### src/rtl/i2f_pkg.sv
package i2f_pkg;

   typedef enum logic [1:0] {
      IT_S32 = 2'd0,
      IT_U32 = 2'd1,
      IT_S64 = 2'd2,
      IT_U64 = 2'd3
   } itype_e;

   typedef enum logic [1:0] {
      RND_NEAR = 2'd0,
      RND_ZERO = 2'd1,
      RND_UP   = 2'd2,
      RND_DOWN = 2'd3
   } rnd_e;

   localparam logic [4:0] CLS_POS_ZERO = 5'b00010;
   localparam logic [4:0] CLS_POS_NORM = 5'b00100;
   localparam logic [4:0] CLS_NEG_NORM = 5'b01000;

endpackage

### src/rtl/i2f_magnitude.sv
module i2f_magnitude #(
   parameter int SRC_W    = 64,
   parameter int NARROW_W = 32
) (
   input  logic [SRC_W-1:0] src_i,
   input  logic             is_signed_i,
   input  logic             is_narrow_i,
   output logic             neg_o,
   output logic [SRC_W-1:0] mag_o
);

   localparam int PAD_W = SRC_W - NARROW_W;

   logic             top_bit;
   logic [SRC_W-1:0] ext;

   always_comb begin
      if (is_narrow_i) begin
         top_bit = src_i[NARROW_W-1];
         ext     = {{PAD_W{is_signed_i & top_bit}}, src_i[NARROW_W-1:0]};
      end else begin
         top_bit = src_i[SRC_W-1];
         ext     = src_i;
      end
      neg_o = is_signed_i & top_bit;
      mag_o = neg_o ? (-ext) : ext;
   end

endmodule

### src/rtl/i2f_lzc.sv
module i2f_lzc #(
   parameter int W     = 64,
   parameter int CNT_W = $clog2(W)
) (
   input  logic [W-1:0]     vec_i,
   output logic [CNT_W-1:0] cnt_o
);

   always_comb begin
      cnt_o = '0;
      for (int i = 0; i < W; i++) begin
         if (vec_i[i]) cnt_o = CNT_W'(W - 1 - i);
      end
   end

endmodule

### src/rtl/i2f_round.sv
module i2f_round
   import i2f_pkg::*;
#(
   parameter int BODY_W = 63,
   parameter int MAN_W  = 52,
   parameter int OUT_W  = 52
) (
   input  logic [BODY_W-1:0] body_i,
   input  logic [1:0]        rmode_i,
   input  logic              neg_i,
   output logic [OUT_W-1:0]  frac_o,
   output logic              carry_o,
   output logic              inexact_o
);

   localparam int DROP_W = BODY_W - MAN_W;

   if (DROP_W < 2) begin : g_bad_drop
      $error("i2f_round: at least two bits must lie below the kept fraction");
   end
   if (OUT_W < MAN_W) begin : g_bad_out
      $error("i2f_round: output field narrower than kept fraction");
   end

   logic [MAN_W-1:0] kept;
   logic             guard;
   logic             sticky;
   logic             inc;
   logic [MAN_W:0]   sum;

   assign kept   = body_i[BODY_W-1 -: MAN_W];
   assign guard  = body_i[DROP_W-1];
   assign sticky = |body_i[DROP_W-2:0];

   always_comb begin
      case (rnd_e'(rmode_i))
         RND_NEAR: inc = guard & (sticky | kept[0]);
         RND_ZERO: inc = 1'b0;
         RND_UP:   inc = (guard | sticky) & ~neg_i;
         RND_DOWN: inc = (guard | sticky) & neg_i;
         default:  inc = 1'b0;
      endcase
      sum       = {1'b0, kept} + {{MAN_W{1'b0}}, inc};
      carry_o   = sum[MAN_W];
      frac_o    = OUT_W'(sum[MAN_W-1:0]) << (OUT_W - MAN_W);
      inexact_o = guard | sticky;
   end

endmodule

### src/rtl/i2f_convert.sv
module i2f_convert
   import i2f_pkg::*;
#(
   parameter  int SRC_W    = 64,
   parameter  int NARROW_W = 32,
   parameter  int DP_EXP_W = 11,
   parameter  int DP_MAN_W = 52,
   parameter  int SP_MAN_W = 23,
   localparam int RES_W    = 1 + DP_EXP_W + DP_MAN_W
) (
   input  logic             clk_i,
   input  logic             rst_ni,
   input  logic [SRC_W-1:0] src_i,
   input  logic [1:0]       itype_i,
   input  logic             single_i,
   input  logic [1:0]       rmode_i,
   output logic [RES_W-1:0] res_o,
   output logic [4:0]       cls_o,
   output logic             inexact_o,
   output logic             upd_en_o
);

   localparam int CNT_W   = $clog2(SRC_W);
   localparam int BODY_W  = SRC_W - 1;
   localparam int DP_BIAS = (1 << (DP_EXP_W - 1)) - 1;
   localparam int N_PREC  = 2;

   if (NARROW_W > DP_MAN_W + 1) begin : g_bad_exact
      $error("i2f_convert: narrow source must fit the double significand");
   end
   if (SP_MAN_W >= DP_MAN_W) begin : g_bad_prec
      $error("i2f_convert: single fraction must be narrower than double");
   end
   if (DP_BIAS + SRC_W >= (1 << DP_EXP_W) - 1) begin : g_bad_exp
      $error("i2f_convert: exponent field too small for source width");
   end
   if (NARROW_W >= SRC_W) begin : g_bad_narrow
      $error("i2f_convert: narrow type must be smaller than source");
   end

   logic                neg;
   logic [SRC_W-1:0]    mag;
   logic [CNT_W-1:0]    lz_cnt;
   logic [SRC_W-1:0]    norm;
   logic                nonzero;

   logic [DP_MAN_W-1:0] frac_a  [N_PREC];
   logic                carry_a [N_PREC];
   logic                inx_a   [N_PREC];

   logic [DP_MAN_W-1:0] frac_n;
   logic                carry_n;
   logic [DP_EXP_W-1:0] exp_n;
   logic [RES_W-1:0]    res_n;
   logic [4:0]          cls_n;
   logic                inexact_n;
   logic                upd_n;

   i2f_magnitude #(
      .SRC_W    (SRC_W),
      .NARROW_W (NARROW_W)
   ) mag_i (
      .src_i       (src_i),
      .is_signed_i (~itype_i[0]),
      .is_narrow_i (~itype_i[1]),
      .neg_o       (neg),
      .mag_o       (mag)
   );

   i2f_lzc #(
      .W     (SRC_W),
      .CNT_W (CNT_W)
   ) lzc_i (
      .vec_i (mag),
      .cnt_o (lz_cnt)
   );

   assign norm    = mag << lz_cnt;
   assign nonzero = norm[SRC_W-1];

   // index 0 rounds to double precision, index 1 to single precision
   for (genvar p = 0; p < N_PREC; p++) begin : g_prec
      localparam int MW = (p == 0) ? DP_MAN_W : SP_MAN_W;
      i2f_round #(
         .BODY_W (BODY_W),
         .MAN_W  (MW),
         .OUT_W  (DP_MAN_W)
      ) rnd_i (
         .body_i    (norm[BODY_W-1:0]),
         .rmode_i   (rmode_i),
         .neg_i     (neg),
         .frac_o    (frac_a[p]),
         .carry_o   (carry_a[p]),
         .inexact_o (inx_a[p])
      );
   end

   always_comb begin
      frac_n    = frac_a[single_i];
      carry_n   = carry_a[single_i];
      exp_n     = DP_EXP_W'(DP_BIAS + SRC_W - 1) - DP_EXP_W'(lz_cnt)
                  + DP_EXP_W'(carry_n);
      res_n     = nonzero ? {neg, exp_n, frac_n} : '0;
      inexact_n = nonzero & inx_a[single_i];
      upd_n     = itype_i[1] | single_i;
      if (!nonzero)  cls_n = CLS_POS_ZERO;
      else if (neg)  cls_n = CLS_NEG_NORM;
      else           cls_n = CLS_POS_NORM;
   end

   always_ff @(posedge clk_i or negedge rst_ni) begin
      if (!rst_ni) begin
         res_o     <= '0;
         cls_o     <= '0;
         inexact_o <= 1'b0;
         upd_en_o  <= 1'b0;
      end else begin
         res_o     <= res_n;
         cls_o     <= cls_n;
         inexact_o <= inexact_n;
         upd_en_o  <= upd_n;
      end
   end

endmodule

### config.mk
export PLATFORM = sky130hd
export DESIGN_NAME = i2f_convert
export DESIGN_NICKNAME = d
export VERILOG_FILES = /design/src/rtl/i2f_pkg.sv /design/src/rtl/i2f_magnitude.sv /design/src/rtl/i2f_lzc.sv /design/src/rtl/i2f_round.sv /design/src/rtl/i2f_convert.sv
export SDC_FILE = /design/constraint.sdc
export NUM_CORES = 1
export LEC_CHECK = 0
export CAP_MARGIN = 20
export CORE_ASPECT_RATIO = 1.4
export CORE_MARGIN = 3
export CORE_UTILIZATION = 65
export DETAILED_ROUTE_END_ITERATION = 8
export DONT_BUFFER_PORTS = 1
export MAX_ROUTING_LAYER = met4
export PLACE_DENSITY_LB_ADDON = 0.15
export SLEW_MARGIN = 0
export SYNTH_ARGS = -nofsm -noshare
export SYNTH_HDL_FRONTEND = slang
export SYNTH_SLANG_ARGS = --single-unit
export TNS_END_PERCENT = 50
### constraint.sdc
create_clock -name clk_i -period 0.8 [get_ports clk_i]
set_input_delay 0 -clock clk_i [delete_from_list [all_inputs] [get_ports clk_i]]
set_output_delay 0 -clock clk_i [all_outputs]
set_load 0.01 [all_outputs]
==> run metrics, run 1 <==
Compound-Gate Fraction of Synth Area 37.5%; Run Error [ERROR DPL-0033] detailed placement checks failed during check placement.; mux share of post-synthesis cell area 4.87%; Seq/Total Area, Yosys 11.5%; Synth Area in Simple Gates 31.3%; area share of fa/ha/maj cells after synthesis 0.593%; #FFs+latches synth 68; port buffer count 0; syn_area_per_cell 6.94 sq um; Post-synth EDFFs 0; Die Span Y 184 um; number of library cell types mapped by synthesis 123; status did not finish; DP HPWL 74.9 mm; row count 64; failing step detailed placement; GP Congestion 1.41; DIE WIDTH 133 um; Post-synth ARST share 100%; cell taking the most area after synthesis dfrtp_1; share of the synthesized area in the top cell type 11.5%; Synth Area in XOR/XNOR 7.58%; synthesized area 0.0148 sq mm; top cells by area, synth dfrtp_1 12%, nor2_1 5.4%, nand2_1 5.1%; io pins 142; Mapped Cells 2,129; Initial Utilization 66.9%; YS warnings 0; main combinational cell family by area after synthesis compound AO/OA/AOI/OAI gates; ys flop type dfrtp_1
-- metrics by stage --
stage	hold WS [ns]	cell area, sq um	cells	TNS [ns]
2_1_floorplan	-0.296	15400	2130	-341.32
3_3_place_gp	-0.294	21300	3097	-375.66
-- cells by family after synthesis --
group / count (synthesis)
compound gates: 772
xor+xnor: 127
fa+ha+maj: 7
buf+inv: 206
flops: 68
mux: 68
other cells: 1
simple gates: 880
-- synth_stat cells, types with 25 or more instances --
cell,number
nor2_1,212
nand2_1,202
a21oi_1,136
o21ai_0,129
nor3_1,121
nand3_1,84
clkbuf_1,73
buf_2,71
xnor2_1,71
dfrtp_1,68
xor2_1,55
a211oi_1,52
mux2i_1,51
o22ai_1,50
o211ai_1,45
a22oi_1,41
nor4_1,35
a31oi_1,28
inv_1,27
or3_1,25
==> run 2: changes to the inputs <==
--- a/config.mk
+++ b/config.mk
@@ -6,12 +6,10 @@
 export NUM_CORES = 1
 export LEC_CHECK = 0
 export CAP_MARGIN = 20
-export CORE_ASPECT_RATIO = 1.4
 export CORE_MARGIN = 3
-export CORE_UTILIZATION = 65
+export CORE_UTILIZATION = 40
 export DETAILED_ROUTE_END_ITERATION = 8
 export DONT_BUFFER_PORTS = 1
-export MAX_ROUTING_LAYER = met4
 export PLACE_DENSITY_LB_ADDON = 0.15
 export SLEW_MARGIN = 0
 export SYNTH_ARGS = -nofsm -noshare
==> run metrics, run 2 <==
Layout Cells excl Fill 3,466; port buffer count 0; Top Registers res_o (63), cls_o (3); Setup crit start src_i[5]; # nets final 3,078; Data arrival, critical path 7.13 ns; Min-Delay Path Class primary input to async pin; total number of vias 23.2k; hold slack -0.652 ns; Slew HR 45.8%; Slowest Stage Delay on Critical Path 0.58 ns; top cells by area, synth dfrtp_1 12%, nor2_1 5.4%, nand2_1 5.1%; CP startpoint kind primary input; Reg with most FFs res_o; DIE WIDTH 198 um; syn_area_per_cell 6.94 sq um; Post-synth EDFFs 0; final antenna-violating net count 0; CP delay by family, top simple AND/OR/NAND/NOR gates; DRT Pass-1 Iters 6; clk slew on worst S/H paths 0.06 ns; row count 69; final WL 92.0 mm; Mapped Cells 2,129; CP Class primary input to register; Clock Tree Buf Depth 2; Sequential Power Share 10.9%; DP HPWL 72.6 mm; first-pass GRT wire length 132 mm; Routed WL per cell 26.6 um; grt total ovfl 0; largest net degree at the start of global routing 78; placed cells 3,363; VDD IR-drop max 1.45 mV; GP Congestion 1.09; most frequent cell after synthesis nor2_1; Worst path depth 34; final setup fails 67; cell taking the most area after synthesis dfrtp_1; core footprint 0.0360 sq mm; crit path max fanout 12; DRC violations left 0; CTS root buf clkbuf_16; #FFs+latches synth 68; layout overhead on the synthesized area 70.1%; pwr dens 1960 mW/mm^2; 1st-iter DRT viols 2,869; Tcrit/Tclk final 863%; Comb power frac 79.5%; commonest cells after routing, fill and taps aside 965 x buf_4, 193 x nor2_1, 191 x nand2_1; Setup crit end kind register; Slew Limit Fails 0; Worst Tran Pin Value 0.806 ns; PnR worst setup slack -6.10 ns; final hold vios 73; min Tclk post-route 6.90 ns; Total GRT Usage 43.5%; Tot Pwr 49.3 mW; most used cell, CP buf_4; fmax 145 MHz; CTS tree yes; io pins 142; ANT cells 0; YS warnings 0; CTS H-tree lvls 3; synthesized area 0.0148 sq mm; Sw Share 48.3%; clock share of power 9.5%; number of library cell types mapped by synthesis 123; Int Power 25.5 mW; failing checks negative hold slack, negative setup slack; share of cells above drive strength 1 47.3%; CTS buffer count 9; # clock sinks 68; Initial Utilization 41.1%; Post-synth top cells 212 x nor2_1, 202 x nand2_1, 136 x a21oi_1, 129 x o21ai_0, 121 x nor3_1; die area 0.0393 sq mm; antenna violations before repair 1; P_sw 23.8 mW; Fill cells 2,946; WP buf/inv 12; ys flop type dfrtp_1; Post-synth ARST share 100%; Crit-path slowest cell or4b_4; leakage 10.7 nW; Die Span Y 198 um; Seq/Total Area, Yosys 11.5%; most common cell after layout, fill and taps aside buf_4; share of the synthesized area in the top cell type 11.5%; Max-Cap Viols 0; max FFs per register 63; vias per inst 6.69; CTS Hold Bufs 2; worst setup path end res_o[41]; status finished, violations left; WP data required 1.03 ns; RSZ-0062 raised after global routing true; vias in the first global route 22.0k
[run 2: cell counts after synthesis]
No cell type changed its count.
[run 2: what timing repair did]
item | CTS | global route
pin swaps | 31 | 65
endpoints found under the setup margin | 69 | 70
gates resized for setup | 99 | 241
hold endpoints to repair | 72 | 73
setup buffers | 20 | 61
gates cloned | 2 | 5
[run 2: per-stage QoR]
stage | setup TNS [ns] | util [%] | area (sq um) | worst slack [ns]
6_report | -368.56 | 69.8 | 25100 | -6.10
5_1_grt | -377.88 | 69.8 | 25100 | -6.24
4_1_cts | -350.64 | 65.2 | 23500 | -5.82
3_5_place_dp | -405.40 | 62.1 | 22400 | -6.68
3_3_place_gp | -405.33 | 62.1 | 22400 | -6.66
2_1_floorplan | -341.32 | - | 15400 | -5.72
[run 2: cell families after synthesis]
logic type	after synthesis	share of synthesized area, %
fa+ha+maj	7	0.593
buf+inv	206	6.54
mux	68	4.87
flops	68	11.5
xor+xnor	127	7.58
compound gates	772	37.5
other cells	1	0.0254
simple gates	880	31.3
[run 2: metal layers]
metal / wire length [um] / share of wire (%) / GRT usage, % / vias up
li1: - / - / - / 10000
met3: 10700 / 12 / 10.5 / 445
met1: 34400 / 37 / 55.0 / 11100
met4: 6400 / 7.0 / 21.3 / 0
met2: 40600 / 44 / 69.4 / 1671
met5: 0 / 0 / 0 / -
[run 2: worst min path at each step]
stage                end  slack, ns  cells after the start  startpoint
6_report       res_o[17]      -0.65                      0      rst_ni
5_1_grt        res_o[11]      -0.66                      0      rst_ni
4_1_cts        res_o[17]      -0.66                      0      rst_ni
3_5_place_dp   res_o[17]      -0.29                      0      rst_ni
3_3_place_gp    res_o[0]      -0.29                      0      rst_ni
2_1_floorplan   cls_o[1]      -0.30                      0      rst_ni
[run 2: power groups by stage]
stage | Sequential, mW | Combinational, mW | Clock, mW
after global routing | 5.51 | 40.5 | 4.86
after global placement | 5.44 | 32.6 | 0
after floorplan | 5.29 | 15.6 | 0
after detailed placement | 5.47 | 32.9 | 0
final | 5.40 | 39.2 | 4.69
after CTS | 5.42 | 34.3 | 4.68
[run 2: cell type report]
class	instances	area, sq um	area share (%)
flip-flops and latches	68	1700	6.77
repair buffers	1035	8320	33.1
multi-input cells	1856	14100	56.0
well taps	461	577	2.29
inverters	30	123	0.488
clock buffers	9	225	0.896
clock inverters	7	124	0.493
Power figures use the tool's default switching activity.
==> run 3: changes to the inputs <==
--- a/config.mk
+++ b/config.mk
@@ -8,11 +8,12 @@
 export CAP_MARGIN = 20
 export CORE_MARGIN = 3
 export CORE_UTILIZATION = 40
+export CTS_BUF_LIST = sky130_fd_sc_hd__clkbuf_4
 export DETAILED_ROUTE_END_ITERATION = 8
 export DONT_BUFFER_PORTS = 1
 export PLACE_DENSITY_LB_ADDON = 0.15
-export SLEW_MARGIN = 0
 export SYNTH_ARGS = -nofsm -noshare
 export SYNTH_HDL_FRONTEND = slang
+export SYNTH_HIERARCHICAL = 1
 export SYNTH_SLANG_ARGS = --single-unit
 export TNS_END_PERCENT = 50
==> run metrics, run 3 <==
die area 0.0350 sq mm; Total GRT Usage 33.9%; Crit-path slowest cell mux4_2; area share of fa/ha/maj cells after synthesis 0.669%; Min-Delay Path Class primary input to async pin; DP HPWL 48.4 mm; RSZ-0062 raised after global routing true; Top Registers res_o (63), cls_o (3); Clock Tree Buf Depth 2; leakage 9.12 nW; WP data required 1.17 ns; io pins 142; Fill cells 2,630; hold slack -0.798 ns; Post-synth top cells 133 x mux2i_1, 131 x nand2_1, 131 x nor2_1, 124 x a21oi_1, 88 x xnor2_1; core footprint 0.0319 sq mm; row count 65; Synth Area in Simple Gates 24.6%; min Tclk post-route 6.15 ns; Tot Pwr 45.4 mW; #FFs+latches synth 68; Slew Limit Fails 0; most used cell, CP buf_6; crit path max fanout 6; Seq/Total Area, Yosys 13.0%; 1st-iter DRT viols 1,053; clk slew on worst S/H paths 0.13 ns; CTS buffer count 9; P_sw 20.9 mW; clock share of power 5.9%; final hold vios 122; CP Class primary input to register; Max-Cap Viols 0; vias in the first global route 16.0k; number of library cell types mapped by synthesis 97; CTS tree yes; final setup fails 136; Initial Utilization 41.1%; share of the synthesized area in the top cell type 13.2%; VDD IR-drop max 1.26 mV; DRC violations left 0; pwr dens 2130 mW/mm^2; setup_tns -322.37 ns; max FFs per register 63; # clock sinks 68; top cells by area, synth mux4_2 13%, dfrtp_1 13%, mux2i_1 10%; ys flop type dfrtp_1; CP startpoint kind primary input; vias per inst 6.00; DRT Pass-1 Iters 5; Layout Cells excl Fill 2,665; commonest cells after routing, fill and taps aside 609 x buf_4, 119 x mux2i_1, 113 x nand2_1; Data arrival, critical path 6.52 ns; synthesized area 0.0131 sq mm; Slowest Stage Delay on Critical Path 0.52 ns; most common cell after layout, fill and taps aside buf_4; Sw Share 46.1%; final antenna-violating net count 0; Sequential Power Share 12.1%; status finished, violations left; Setup crit start itype_i[1]; failing checks negative hold slack, negative setup slack; share of cells above drive strength 1 53.1%; main combinational cell family by area after synthesis multiplexers; Routed WL per cell 23.6 um; syn_area_per_cell 8.17 sq um; Post-synth EDFFs 0; DIE WIDTH 187 um; CTS Hold Bufs 1; port buffer count 0; Mapped Cells 1,604; Post-synth ARST share 100%; most frequent cell after synthesis mux2i_1; # nets final 2,302; Reg with most FFs res_o; Setup crit end kind register; Slew HR 58.8%; GP Congestion 1.06; Int Power 24.5 mW; first-pass GRT wire length 93.8 mm; Tcrit/Tclk final 768%; PnR worst setup slack -5.35 ns; Die Span Y 187 um; CTS H-tree lvls 3; placed cells 2,506; YS warnings 6; Worst Tran Pin Value 0.611 ns; cell taking the most area after synthesis mux4_2; CTS root buf clkbuf_4; Synth Area in XOR/XNOR 8.83%; mux share of post-synthesis cell area 26.9%; final WL 62.8 mm; total number of vias 16.0k; Comb power frac 82.0%; Compound-Gate Fraction of Synth Area 18.7%; largest net degree at the start of global routing 69; antenna violations before repair 1; grt total ovfl 0; fmax 163 MHz; layout overhead on the synthesized area 62.7%
## run 3: through the flow
stage / cell area (sq um) / setup slack [ns] / util (%)
after floorplan: 13600 / -5.26 / -
after global placement: 17800 / -6.58 / 55.9
after detailed placement: 17800 / -6.59 / 55.9
after CTS: 20300 / -5.16 / 63.6
after global routing: 21300 / -5.61 / 66.8
final: 21300 / -5.35 / 66.8
## run 3: cell type report
class                      count  area (sq um)  area share [%]
multi-input combinational   1378         12500            58.8
inverter                      51           210           0.986
clock buffer                  10          75.1           0.352
tap                          435           544            2.55
clock inverter                 6          88.8           0.417
sequential                    68          1700            7.99
timing repair buffer         716          6160            28.9
antenna                        1          2.50          0.0117
## run 3: critical path, delay by kind of cell
family	cells	cell delay, ns
AND/OR/NAND/NOR	12	1.48
adder cells (fa/ha/maj)	3	0.52
AO/OA/AOI/OAI	11	1.87
buffers and inverters	12	1.57
multiplexers	3	0.90
XOR/XNOR	1	0.16
## run 3: cells by family (layout without fill, tap and decap cells)
logic type,count (synthesis),after routing
and+or+nand+nor,577,577
xor gates and xnor gates,132,132
other,2,32
AOI/OAI and AO/OA,381,381
buffers and inverters,187,783
adders and majority gates,7,7
muxes,250,250
DFF,68,68
## run 3: power by group through the flow
stage / combinational (mW) / clock, mW / sequential [mW]
finish: 37.2 / 2.69 / 5.48
detailed placement: 29.6 / 0 / 5.59
global placement: 29.4 / 0 / 5.59
CTS: 34.0 / 2.73 / 5.52
global route: 39.1 / 2.93 / 5.56
floorplan: 16.2 / 0 / 5.41
## run 3: final timing paths
path                              to  slack [ns]  cells after the start
worst max-delay path       res_o[62]       -5.35                     42
min in group clk_i          upd_en_o       -0.37                      1
max in group asynchronous  res_o[44]        1.48                      0
worst min-delay path        upd_en_o       -0.80                      0
## run 3: timing repair
| action | in CTS | in global routing |
|---|---|---|
| buffers inserted | 105 | 39 |
| hold endpoints to repair | 122 | 122 |
| gates resized for setup | 305 | 133 |
| endpoints found under the setup margin | 136 | 136 |
| gates cloned | 6 | 6 |
| pin swaps | 81 | 58 |
## run 3: layer usage
layer  up-vias  GRT usage [%]  part of all wire (%)
met4         0           18.4                   6.4
met5         -          0.137                     0
met2       675           59.8                    50
li1       7283              -                     -
met1      7828           39.9                    38
met3       202           4.42                   6.0
